`src/rtl/sb_pkg.sv`:
```
package sb_pkg;
    localparam int REG_CNT = 64;
    localparam int REG_IW  = 6;

    typedef enum logic [1:0] {
        CLS_INT = 2'd0,
        CLS_ADD = 2'd1,
        CLS_MUL = 2'd2,
        CLS_DIV = 2'd3
    } ucls_e;
endpackage

```
`src/rtl/sb_reg_table.sv`:
```
module sb_reg_table #(
    parameter int NREG = 64,
    parameter int IW   = 6,
    parameter int CW   = 4
) (
    input  logic          clk,
    input  logic          rst_n,
    input  logic [IW-1:0] rs1,
    input  logic [IW-1:0] rs2,
    input  logic [IW-1:0] rd,
    input  logic          rs1_chk,
    input  logic          rs2_chk,
    input  logic          rd_chk,
    input  logic          rs2_late,
    input  logic          set_en,
    input  logic [IW-1:0] set_rd,
    input  logic [CW-1:0] set_val,
    output logic          hazard
);
    typedef struct packed {
        logic [NREG-1:0][CW-1:0] pend;
    } tbl_t;

    tbl_t st_d, st_q;
    logic [CW-1:0] p1, p2, pd;
    logic raw1, raw2, waw;

    always_comb begin
        st_d = st_q;
        for (int r = 0; r < NREG; r++) begin
            if (st_q.pend[r] != '0)
                st_d.pend[r] = st_q.pend[r] - CW'(1);
            if (set_en && set_rd == IW'(r) && r != 0)
                st_d.pend[r] = set_val;
        end
    end

    always_comb begin
        p1   = st_q.pend[rs1];
        p2   = st_q.pend[rs2];
        pd   = st_q.pend[rd];
        raw1 = rs1_chk && (p1 != '0);
        raw2 = rs2_chk && (rs2_late ? (p2 > CW'(1)) : (p2 != '0));
        waw  = rd_chk && (pd != '0);
        hazard = raw1 || raw2 || waw;
    end

    always_ff @(posedge clk or negedge rst_n) begin
        if (!rst_n) st_q <= '0;
        else        st_q <= st_d;
    end

    p_r0_idle_r10: assert property (@(posedge clk) disable iff (!rst_n)
        st_q.pend[0] == '0);

    for (genvar g = 0; g < NREG; g++) begin : g_dec
        p_pend_dec_r13: assert property (@(posedge clk) disable iff (!rst_n)
            ($past(st_q.pend[g]) != '0 && !$past(set_en && set_rd == IW'(g)))
            |-> st_q.pend[g] == $past(st_q.pend[g]) - CW'(1));
    end
endmodule

```
`src/rtl/sb_unit_pool.sv`:
```
module sb_unit_pool #(
    parameter int UNITS = 1,
    parameter int CW    = 4,
    parameter bit PIPED = 1'b0
) (
    input  logic          clk,
    input  logic          rst_n,
    input  logic          take,
    input  logic [CW-1:0] hold,
    output logic          avail
);
    typedef struct packed {
        logic [UNITS-1:0][CW-1:0] busy;
    } pool_t;

    pool_t st_d, st_q;
    logic [UNITS-1:0] free;
    logic found;

    always_comb begin
        for (int u = 0; u < UNITS; u++)
            free[u] = (st_q.busy[u] == '0);
    end

    assign avail = |free;

    always_comb begin
        st_d  = st_q;
        found = 1'b0;
        for (int u = 0; u < UNITS; u++) begin
            if (st_q.busy[u] != '0)
                st_d.busy[u] = st_q.busy[u] - CW'(1);
            if (take && !found && free[u]) begin
                found = 1'b1;
                if (!PIPED)
                    st_d.busy[u] = hold;
            end
        end
    end

    always_ff @(posedge clk or negedge rst_n) begin
        if (!rst_n) st_q <= '0;
        else        st_q <= st_d;
    end

    p_take_free_r5: assert property (@(posedge clk) disable iff (!rst_n)
        take |-> avail);

    if (!PIPED && UNITS == 1) begin : g_single
        p_hold_busy_r5: assert property (@(posedge clk) disable iff (!rst_n)
            (take && hold != '0) |=> !avail);
    end
endmodule

```
`src/rtl/sb_wb_slots.sv`:
```
module sb_wb_slots #(
    parameter int LW = 4
) (
    input  logic          clk,
    input  logic          rst_n,
    input  logic [LW-1:0] idx,
    input  logic          book,
    output logic          clash
);
    localparam int SLOTS = 1 << LW;

    typedef struct packed {
        logic [SLOTS-1:0] map;
    } slot_t;

    slot_t st_d, st_q;

    always_comb begin
        st_d.map = st_q.map >> 1;
        if (book && idx != '0)
            st_d.map[idx - LW'(1)] = 1'b1;
    end

    assign clash = st_q.map[idx];

    always_ff @(posedge clk or negedge rst_n) begin
        if (!rst_n) st_q <= '0;
        else        st_q <= st_d;
    end

    p_book_clear_r8: assert property (@(posedge clk) disable iff (!rst_n)
        book |-> !clash);
endmodule

```
`src/rtl/sb_issue_ctrl.sv`:
```
module sb_issue_ctrl
    import sb_pkg::*;
#(
    parameter int INT_UNITS = 2,
    parameter int ADD_UNITS = 1,
    parameter int MUL_UNITS = 1,
    parameter int DIV_UNITS = 1,
    parameter int ADD_LAT   = 2,
    parameter int MUL_LAT   = 4,
    parameter int DIV_LAT   = 8,
    parameter bit ADD_PIPE  = 1'b1,
    parameter bit MUL_PIPE  = 1'b1,
    parameter bit DIV_PIPE  = 1'b0
) (
    input  logic              clk,
    input  logic              rst_n,
    input  logic              in_valid,
    input  logic [1:0]        in_cls,
    input  logic [REG_IW-1:0] in_rd,
    input  logic [REG_IW-1:0] in_rs1,
    input  logic [REG_IW-1:0] in_rs2,
    input  logic              in_rd_en,
    input  logic              in_rs1_en,
    input  logic              in_rs2_en,
    input  logic              in_load,
    input  logic              in_store,
    input  logic              in_branch,
    output logic              in_ready,
    output logic              issue
);
    localparam int MAX_AM  = (ADD_LAT > MUL_LAT) ? ADD_LAT : MUL_LAT;
    localparam int MAX_AMD = (MAX_AM > DIV_LAT) ? MAX_AM : DIV_LAT;
    localparam int MAX_LAT = (MAX_AMD > 2) ? MAX_AMD : 2;
    localparam int LW      = $clog2(MAX_LAT + 1);

    typedef struct packed {
        logic              alu_v;
        logic [REG_IW-1:0] alu_rd;
        logic              ld1_v;
        logic [REG_IW-1:0] ld1_rd;
        logic              ld2_v;
        logic [REG_IW-1:0] ld2_rd;
    } trk_t;

    trk_t trk_d, trk_q;
    ucls_e cls, eff;
    logic [LW-1:0] lat, wb_idx, hold;
    logic mem_op, alu_op, writes, fp_wr, br_hz, unit_ok;
    logic reg_hz, wb_clash;
    logic [3:0] avail;

    always_comb begin
        cls    = ucls_e'(in_cls);
        mem_op = in_load || in_store;
        unique case (cls)
            CLS_INT: lat = mem_op ? LW'(2) : LW'(1);
            CLS_ADD: lat = LW'(ADD_LAT);
            CLS_MUL: lat = LW'(MUL_LAT);
            default: lat = LW'(DIV_LAT);
        endcase
        eff     = (cls == CLS_DIV && DIV_UNITS == 0) ? CLS_MUL : cls;
        unit_ok = avail[eff];
        writes  = in_rd_en && (in_rd != '0);
        fp_wr   = in_rd_en && in_rd[REG_IW-1];
        wb_idx  = lat - (in_load ? LW'(1) : LW'(0));
        hold    = lat - LW'(1);
        alu_op  = (cls == CLS_INT) && !mem_op && !in_branch;
        br_hz   = in_branch && in_rs1_en &&
                  ((trk_q.alu_v && trk_q.alu_rd == in_rs1) ||
                   (trk_q.ld2_v && trk_q.ld2_rd == in_rs1));
        in_ready = !reg_hz && unit_ok && !(fp_wr && wb_clash) && !br_hz;
        issue    = in_valid && in_ready;

        trk_d.alu_v  = issue && alu_op && writes;
        trk_d.alu_rd = in_rd;
        trk_d.ld1_v  = issue && in_load && writes;
        trk_d.ld1_rd = in_rd;
        trk_d.ld2_v  = trk_q.ld1_v;
        trk_d.ld2_rd = trk_q.ld1_rd;
    end

    always_ff @(posedge clk or negedge rst_n) begin
        if (!rst_n) trk_q <= '0;
        else        trk_q <= trk_d;
    end

    sb_reg_table #(.NREG(REG_CNT), .IW(REG_IW), .CW(LW)) u_regs (
        .clk      (clk),
        .rst_n    (rst_n),
        .rs1      (in_rs1),
        .rs2      (in_rs2),
        .rd       (in_rd),
        .rs1_chk  (in_rs1_en),
        .rs2_chk  (in_rs2_en),
        .rd_chk   (in_rd_en),
        .rs2_late (in_store),
        .set_en   (issue && writes),
        .set_rd   (in_rd),
        .set_val  (hold),
        .hazard   (reg_hz)
    );

    sb_wb_slots #(.LW(LW)) u_slots (
        .clk   (clk),
        .rst_n (rst_n),
        .idx   (wb_idx),
        .book  (issue && fp_wr),
        .clash (wb_clash)
    );

    sb_unit_pool #(.UNITS(INT_UNITS), .CW(LW), .PIPED(1'b0)) u_int (
        .clk (clk), .rst_n (rst_n), .take (issue && eff == CLS_INT),
        .hold (hold), .avail (avail[0])
    );

    sb_unit_pool #(.UNITS(ADD_UNITS), .CW(LW), .PIPED(ADD_PIPE)) u_add (
        .clk (clk), .rst_n (rst_n), .take (issue && eff == CLS_ADD),
        .hold (hold), .avail (avail[1])
    );

    sb_unit_pool #(.UNITS(MUL_UNITS), .CW(LW), .PIPED(MUL_PIPE)) u_mul (
        .clk (clk), .rst_n (rst_n), .take (issue && eff == CLS_MUL),
        .hold (hold), .avail (avail[2])
    );

    if (DIV_UNITS > 0) begin : g_div
        sb_unit_pool #(.UNITS(DIV_UNITS), .CW(LW), .PIPED(DIV_PIPE)) u_div (
            .clk (clk), .rst_n (rst_n), .take (issue && eff == CLS_DIV),
            .hold (hold), .avail (avail[3])
        );
    end else begin : g_nodiv
        assign avail[3] = 1'b0;
    end

    p_waw_r2: assert property (@(posedge clk) disable iff (!rst_n)
        (issue && writes && lat > LW'(1))
        |=> !(issue && in_rd_en && in_rd == $past(in_rd)));

    p_load_use_r4: assert property (@(posedge clk) disable iff (!rst_n)
        (issue && in_load && writes)
        |=> !(issue && in_rs1_en && in_rs1 == $past(in_rd)));

    p_wb_single_r8: assert property (@(posedge clk) disable iff (!rst_n)
        (issue && fp_wr)
        |=> !(issue && fp_wr && wb_idx == $past(wb_idx) - LW'(1)));

    p_branch_alu_r9: assert property (@(posedge clk) disable iff (!rst_n)
        (issue && alu_op && writes)
        |=> !(issue && in_branch && in_rs1_en && in_rs1 == $past(in_rd)));

    if (DIV_UNITS == 1 && !DIV_PIPE && DIV_LAT > 1) begin : g_divchk
        p_div_busy_r5: assert property (@(posedge clk) disable iff (!rst_n)
            (issue && cls == CLS_DIV) |=> !(issue && cls == CLS_DIV));
    end
endmodule

```
`config.mk`:
```
export PLATFORM = sky130hd
export DESIGN_NAME = sb_issue_ctrl
export DESIGN_NICKNAME = d
export VERILOG_FILES = /design/src/rtl/sb_pkg.sv /design/src/rtl/sb_reg_table.sv /design/src/rtl/sb_unit_pool.sv /design/src/rtl/sb_wb_slots.sv /design/src/rtl/sb_issue_ctrl.sv
export SDC_FILE = /design/constraint.sdc
export NUM_CORES = 1
export LEC_CHECK = 0
export BUFFER_PORTS_ARGS = -buffer_cell sky130_fd_sc_hd__buf_2
export CAP_MARGIN = 15
export CORE_ASPECT_RATIO = 0.75
export CORE_UTILIZATION = 45
export DETAILED_ROUTE_END_ITERATION = 12
export PLACE_DENSITY = 0.71
export SLEW_MARGIN = 20
export SYNTH_ARGS = -nofsm -noshare
export SYNTH_HDL_FRONTEND = slang
export SYNTH_SLANG_ARGS = --single-unit
export TNS_END_PERCENT = 30
```
`constraint.sdc`:
```
create_clock -name clk -period 6.1 [get_ports clk]
set_clock_uncertainty 0.05 [all_clocks]
set_input_delay 1.22 -clock clk [delete_from_list [all_inputs] [get_ports clk]]
set_output_delay 1.22 -clock clk [all_outputs]
set_load 0.01 [all_outputs]
```
==> qor.txt, run 1 <==
Hold Startpoint - trk_d[6]
clock sink total - 307
vias in the first global route - 16,985
first-pass GRT wire length - 97,300 microns
H-Tree Depth - 2
drt initial violations - 1,852
fin area - 23,710 sq um
FP Rows - 69
PD cells - 493.7 nW/um^2
Die X - 255.9 microns
Worst Hold Slack - 0.3104 ns
Rel. slew slack - 26.89%
complex-gate fraction of the synthesized area - 7.840%
via density per instance - 6.147
Final #Nets - 2,378
port buffer count - 30
unrepaired setup endpoints after global routing - no
FF+latch count, synth - 307
share of cells above drive strength 1 - 15.32%
setup TNS - 0 ns
initial antenna violation count - 4
DRC - 0
post-synthesis adder-cell area fraction - 7.995%
Crit path required time - 4.83 ns
fin crit period - 5.786 ns
Arr. time, crit path - 4.52 ns
Main synth FF type - dfrtp_1
DIE AREA - 49,230 sq um
CP Launch Type - input pin
CP startpoint - in_cls[0]
worst skew pair latency - 0.55 ns
Fill cells - 4,217
Slew @ Worst Pin - 1.093 ns
Seq/Total Area, Yosys - 35.32%
vias after detailed routing - 17,666
EDFF count, synth - 0
post-synth cell types - 77
hold violation total from the final report - 0
placed standard-cell area - 22,560 sq um
Setup CP Type - input pin to output port
CTS Buffer Depth - 3
final count of negative-setup-slack endpoints - 0
YS warnings - 0
fin crit share - 94.85%
drt wl/cell - 21.87 microns
Clock transition at path regs - 0.06 ns
Max-cap violations - 0
Initial Utilization - 45.73%
pin count of the biggest net entering global routing - 109
Reg2Reg Setup Slack - 1.63 ns
hold buffer count at cts - 0
DP HPWL - 44,850 microns
status - complete, no violations
HP Class - register to register
main combinational cell family by area after synthesis - simple AND/OR/NAND/NOR gates
IO Pins - 31
Lkg Pwr - 0.009936 uW
Clock Tree Root - clkbuf_16
All-Layer GR Usage - 25.50%
CTS tree - built
WL final - 62,850 microns
RR Startpoint - u_regs.st_q[2]
Max IR drop VDD - 0.0002083 V
Crit Path Max Fanout - 19
fin cells - 2,874
Avg Cell Area, Syn - 9.848 sq um
xor/xnor share of the synthesized area - 3.744%
Slew Limit Fails - 0
total grt overflow - 0
Syn Nets - 2,377
ys async rst share - 100.0%
final core occ - 49.84%
GP Congestion - 1.032
dpl cells - 2,812
DIE HEIGHT - 192.4 microns
router iterations before antenna repair - 7
antenna-violating nets left - 0
core area - 47,570 sq um
post-synthesis mux area share - 19.08%
fmax - 172.8 MHz
Num CTS Buffers - 35
Critical Path End Type - output port
post-synthesis to final-layout area growth - 8.996%
Post-Synth Simple-Gate Area - 20.78%
Synth Instances - 2,209
mapped cell area - 21,750 sq um
## critical path, stage by stage
cell and delay (ns):
buf_2 0.15, nor4_2 0.29, inv_1 0.16, ha_1 0.28
ha_1 0.50, mux4_2 0.36, mux2i_1 0.16, o22ai_1 0.10
a311oi_1 0.46, nand2_4 0.11, or3_1 0.40, inv_6 0.17
buf_2 0.15
## layout by cell type, fill, tap and decap left out, types with 55 or more instances in the layout
cell type and count:
nor3_1 96, dfrtp_1 307, nand2_1 105, a21oi_1 97, nand3_1 66, mux2_2 115
or3_1 55, mux2i_1 192, nor2_1 206, ha_1 139, xnor2_1 83, inv_1 173
nor4_1 70
## cell usage after synthesis, types with 11 or more instances
master / number / area (sq um)
or3_1: 55 / 344.1
a22oi_1: 11 / 82.58
dfrtp_1: 307 / 7682
nand2_1: 107 / 401.6
a21oi_1: 97 / 485.5
buf_2: 26 / 130.1
nand2b_1: 53 / 331.6
mux4_2: 40 / 900.9
ha_1: 139 / 1739
nor4_1: 71 / 444.2
nand3_1: 66 / 330.3
xnor2_1: 83 / 727.0
clkbuf_1: 54 / 202.7
o21ai_0: 30 / 150.1
nor3_4: 46 / 748.2
nor3_1: 96 / 480.5
and4_1: 16 / 140.1
or4_1: 12 / 90.09
mux2i_1: 192 / 1922
inv_1: 173 / 649.4
mux2_2: 115 / 1295
nor2_1: 207 / 777.0
## flip-flops by register name, summed over array words and instances (netlist names)
register,count
u_add.st_q,4
trk_d,7
u_mul.st_q,4
trk_q,8
g_div.u_div.st_q,4
u_regs.st_q,256
u_slots.st_q,16
u_int.st_q,8
## cell type report
| type | count | area, sq um | area share [%] |
|---|---|---|---|
| inverters | 177 | 669.4 | 2.823 |
| multi-input cells | 1625 | 12950 | 54.63 |
| clock buffers | 50 | 1015 | 4.280 |
| well taps | 639 | 799.5 | 3.372 |
| flip-flops and latches | 307 | 7682 | 32.40 |
| clock inverters | 10 | 128.9 | 0.5435 |
| diodes | 2 | 5.005 | 0.02111 |
| repair buffers | 64 | 456.7 | 1.926 |
## stage by stage
step / power (uW) / worst slack, ns
6_report: 11710 / 0.3140
5_1_grt: 12590 / 0.1729
4_1_cts: 11680 / 0.08283
3_5_place_dp: 9456 / 0.09199
3_3_place_gp: 9091 / 0.1149
2_1_floorplan: 8035 / 0.3990
## where the power goes
part | switching, uW | internal (uW)
clock network | 882 | 1280
logic | 2830 | 2580
registers | 1130 | 3000
## kinds of logic after synthesis
logic type / Yosys count
AND/OR/NAND/NOR: 789
multiplexers: 350
flip-flops: 307
buffers and inverters: 277
AO/OA/AOI/OAI: 254
adder cells (fa/ha/maj): 139
XOR/XNOR: 93
## final timing paths
kind                                     to  cells past startpoint
setup / recovery                      issue                     13
hold / removal                     trk_q[6]                      0
setup reg to reg           u_regs.st_q[113]                     10
hold reg to reg                    trk_q[6]                      0
max in group asynchronous  u_slots.st_q[13]                      2
min in group asynchronous  u_regs.st_q[127]                      1
## per-layer routing
layer	global-route usage [%]	part of all wire, %
met1	35.77	43
met5	0	0.021
met3	5.464	10
met2	38.66	43
met4	9.420	3.6
## timing repair
item	CTS	global route
endpoints found under the setup margin	0	2
hold endpoints to repair	0	0
buffers inserted	0	0
resized for setup	0	1
No activity file was read; power rests on OpenSTA's default activity.
==> run 2: changes to the inputs <==
Settings changed: BUFFER_PORTS_ARGS -buffer_cell sky130_fd_sc_hd__buf_2 to -buffer_cell sky130_fd_sc_hd__buf_4.
==> qor.txt, run 2 (synthesis gave the netlist of run 1 again) <==
CTS Buffer Depth - 3 (unchanged)
hold path cells - 0 (unchanged)
final core occ - 49.80% (about the same)
CP Launch Type - input pin
Max-cap violations - 0 (unchanged)
RR Startpoint - u_regs.st_q[2]
DP HPWL - 44,270 microns (-1.3%)
worst skew pair latency - 0.54 ns (about the same)
Lkg Pwr - 0.009890 uW (-0.46%)
via density per instance - 6.147 (about the same)
FP Rows - 69 (unchanged)
hold buffer count at cts - 0 (unchanged)
Crit Path Max Fanout - 19 (unchanged)
port buffer count - 30 (unchanged)
DRC - 0 (unchanged)
unrepaired setup endpoints after global routing - no
max reg flops - 256 (unchanged)
Critical Path End Type - output port
top flop regs - u_regs.st_q (256), u_slots.st_q (16)
Setup CP Type - input pin to output port
H-Tree Depth - 2 (unchanged)
CTS tree - built
vias after detailed routing - 17,538 (-0.72%)
All-Layer GR Usage - 25.34% (-0.16 points)
WL final - 62,490 microns (-0.58%)
DIE AREA - 49,230 sq um (unchanged)
Die X - 255.9 microns (unchanged)
IO Pins - 31 (unchanged)
Reg2Reg Setup Slack - 1.51 ns (-0.12 ns)
fin cells - 2,853 (-0.73%)
DIE HEIGHT - 192.4 microns (unchanged)
Hold Startpoint - trk_d[6]
Arr. time, crit path - 4.65 ns (+0.13 ns)
pin count of the biggest net entering global routing - 148 (+36%)
Slew Limit Fails - 0 (unchanged)
Worst Hold Path EP - trk_q[6]
first-pass GRT wire length - 96,990 microns (-0.31%)
GP Congestion - 1.009 (-2.2%)
post-synthesis to final-layout area growth - 8.892% (about the same)
total grt overflow - 0 (unchanged)
drt wl/cell - 21.90 microns (+0.16%)
total chip power - 11,770 uW (+0.56%)
dpl cells - 2,795 (-0.60%)
FF-to-FF End - u_regs.st_q[113]
status - complete, no violations
Num CTS Buffers - 34 (-2.9%)
Crit path required time - 4.83 ns (about the same)
most common cell after layout, fill and taps aside - dfrtp_1
Initial Utilization - 45.73% (unchanged)
Max IR drop VDD - 0.0002783 V (+34%)
final count of negative-setup-slack endpoints - 0 (unchanged)
vias in the first global route - 16,859 (-0.74%)
Final #Nets - 2,360 (-0.76%)
hold violation total from the final report - 0 (unchanged)
initial antenna violation count - 3 (-1)
fmax - 168.9 MHz (-2.3%)
core area - 47,570 sq um (unchanged)
post-CTS sizing - 0 (unchanged)
PD cells - 497.0 nW/um^2 (+0.66%)
clock sink total - 307 (unchanged)
Clock transition at path regs - 0.06 ns (about the same)
fin crit share - 97.04% (+2.2 points)
antenna-violating nets left - 0 (unchanged)
drt initial violations - 1,993 (+7.6%)
post-CTS setup buffer count - 0 (unchanged)
Clock Tree Root - clkbuf_16
Rel. slew slack - 20.59% (-6.3 points)
router iterations before antenna repair - 6 (-1)
Slew @ Worst Pin - 1.180 ns (+0.08763 ns)
Reg2Reg Depth - 10 (unchanged)
setup TNS - 0 ns (unchanged)
HP Class - register to register
most frequent cells in the layout - 307 x dfrtp_1, 207 x nor2_1, 192 x mux2i_1, 173 x inv_1, 139 x ha_1
share of cells above drive strength 1 - 14.65% (-0.67 points)
fin crit period - 5.919 ns (+0.1333 ns)
Reg with most FFs - u_regs.st_q
## run 2: how the worst max path moves through the flow
stage,cells past startpoint,startpoint,end
final,13,in_store,issue
after global routing,13,in_store,issue
after CTS,13,in_store,issue
after detailed placement,13,in_store,issue
after global placement,13,in_store,issue
after floorplan,15,in_store,issue
## run 2: critical path, stage by stage
cell,delay (ns)
buf_4,0.16
nor4_2,0.32
inv_1,0.15
ha_1,0.27
ha_1,0.52
mux4_2,0.38
mux2i_1,0.17
o22ai_1,0.12
a311oi_2,0.37
nand2_4,0.10
or3_1,0.51
inv_6,0.21
buf_4,0.14
## run 2: metal layers
| layer | wire, microns | part of all wire [%] | track usage, % | vias to the layer above |
|---|---|---|---|---|
| met2 | 27040 | 43 | 38.32 | 851 |
| met4 | 1711 | 2.7 | 7.669 | 2 |
| met3 | 7102 | 11 | 7.512 | 138 |
| li1 | - | - | - | 7933 |
| met5 | 13 | 0.021 | 0 | - |
| met1 | 26620 | 43 | 34.94 | 8614 |
## run 2: area by class of cell
type / count / area [sq um]
fillers: 4196 / 23880
inverters: 177 / 669.4
flip-flops and latches: 307 / 7682
multi-input cells: 1625 / 12960
clock inverters: 8 / 168.9
repair buffers: 47 / 410.4
clock buffers: 48 / 994.7
well taps: 639 / 799.5
diodes: 2 / 5.005
## run 2: stage by stage
| step | area, sq um | hold slack (ns) | setup slack, ns |
|---|---|---|---|
| detailed placement | 22510 | 0.2911 | 0.1160 |
| CTS | 23680 | 0.3033 | 0.1146 |
| global route | 23690 | 0.3148 | 0.009432 |
| finish | 23690 | 0.3016 | 0.1806 |
| floorplan | 21750 | 0.2812 | 0.3990 |
| global placement | 22510 | 0.2889 | 0.2523 |
## run 2: power breakdown
part	leakage (uW)	switching, uW	internal (uW)
clock network	0.000572	863	1340
logic	0.00560	2860	2580
registers	0.00372	1130	3000
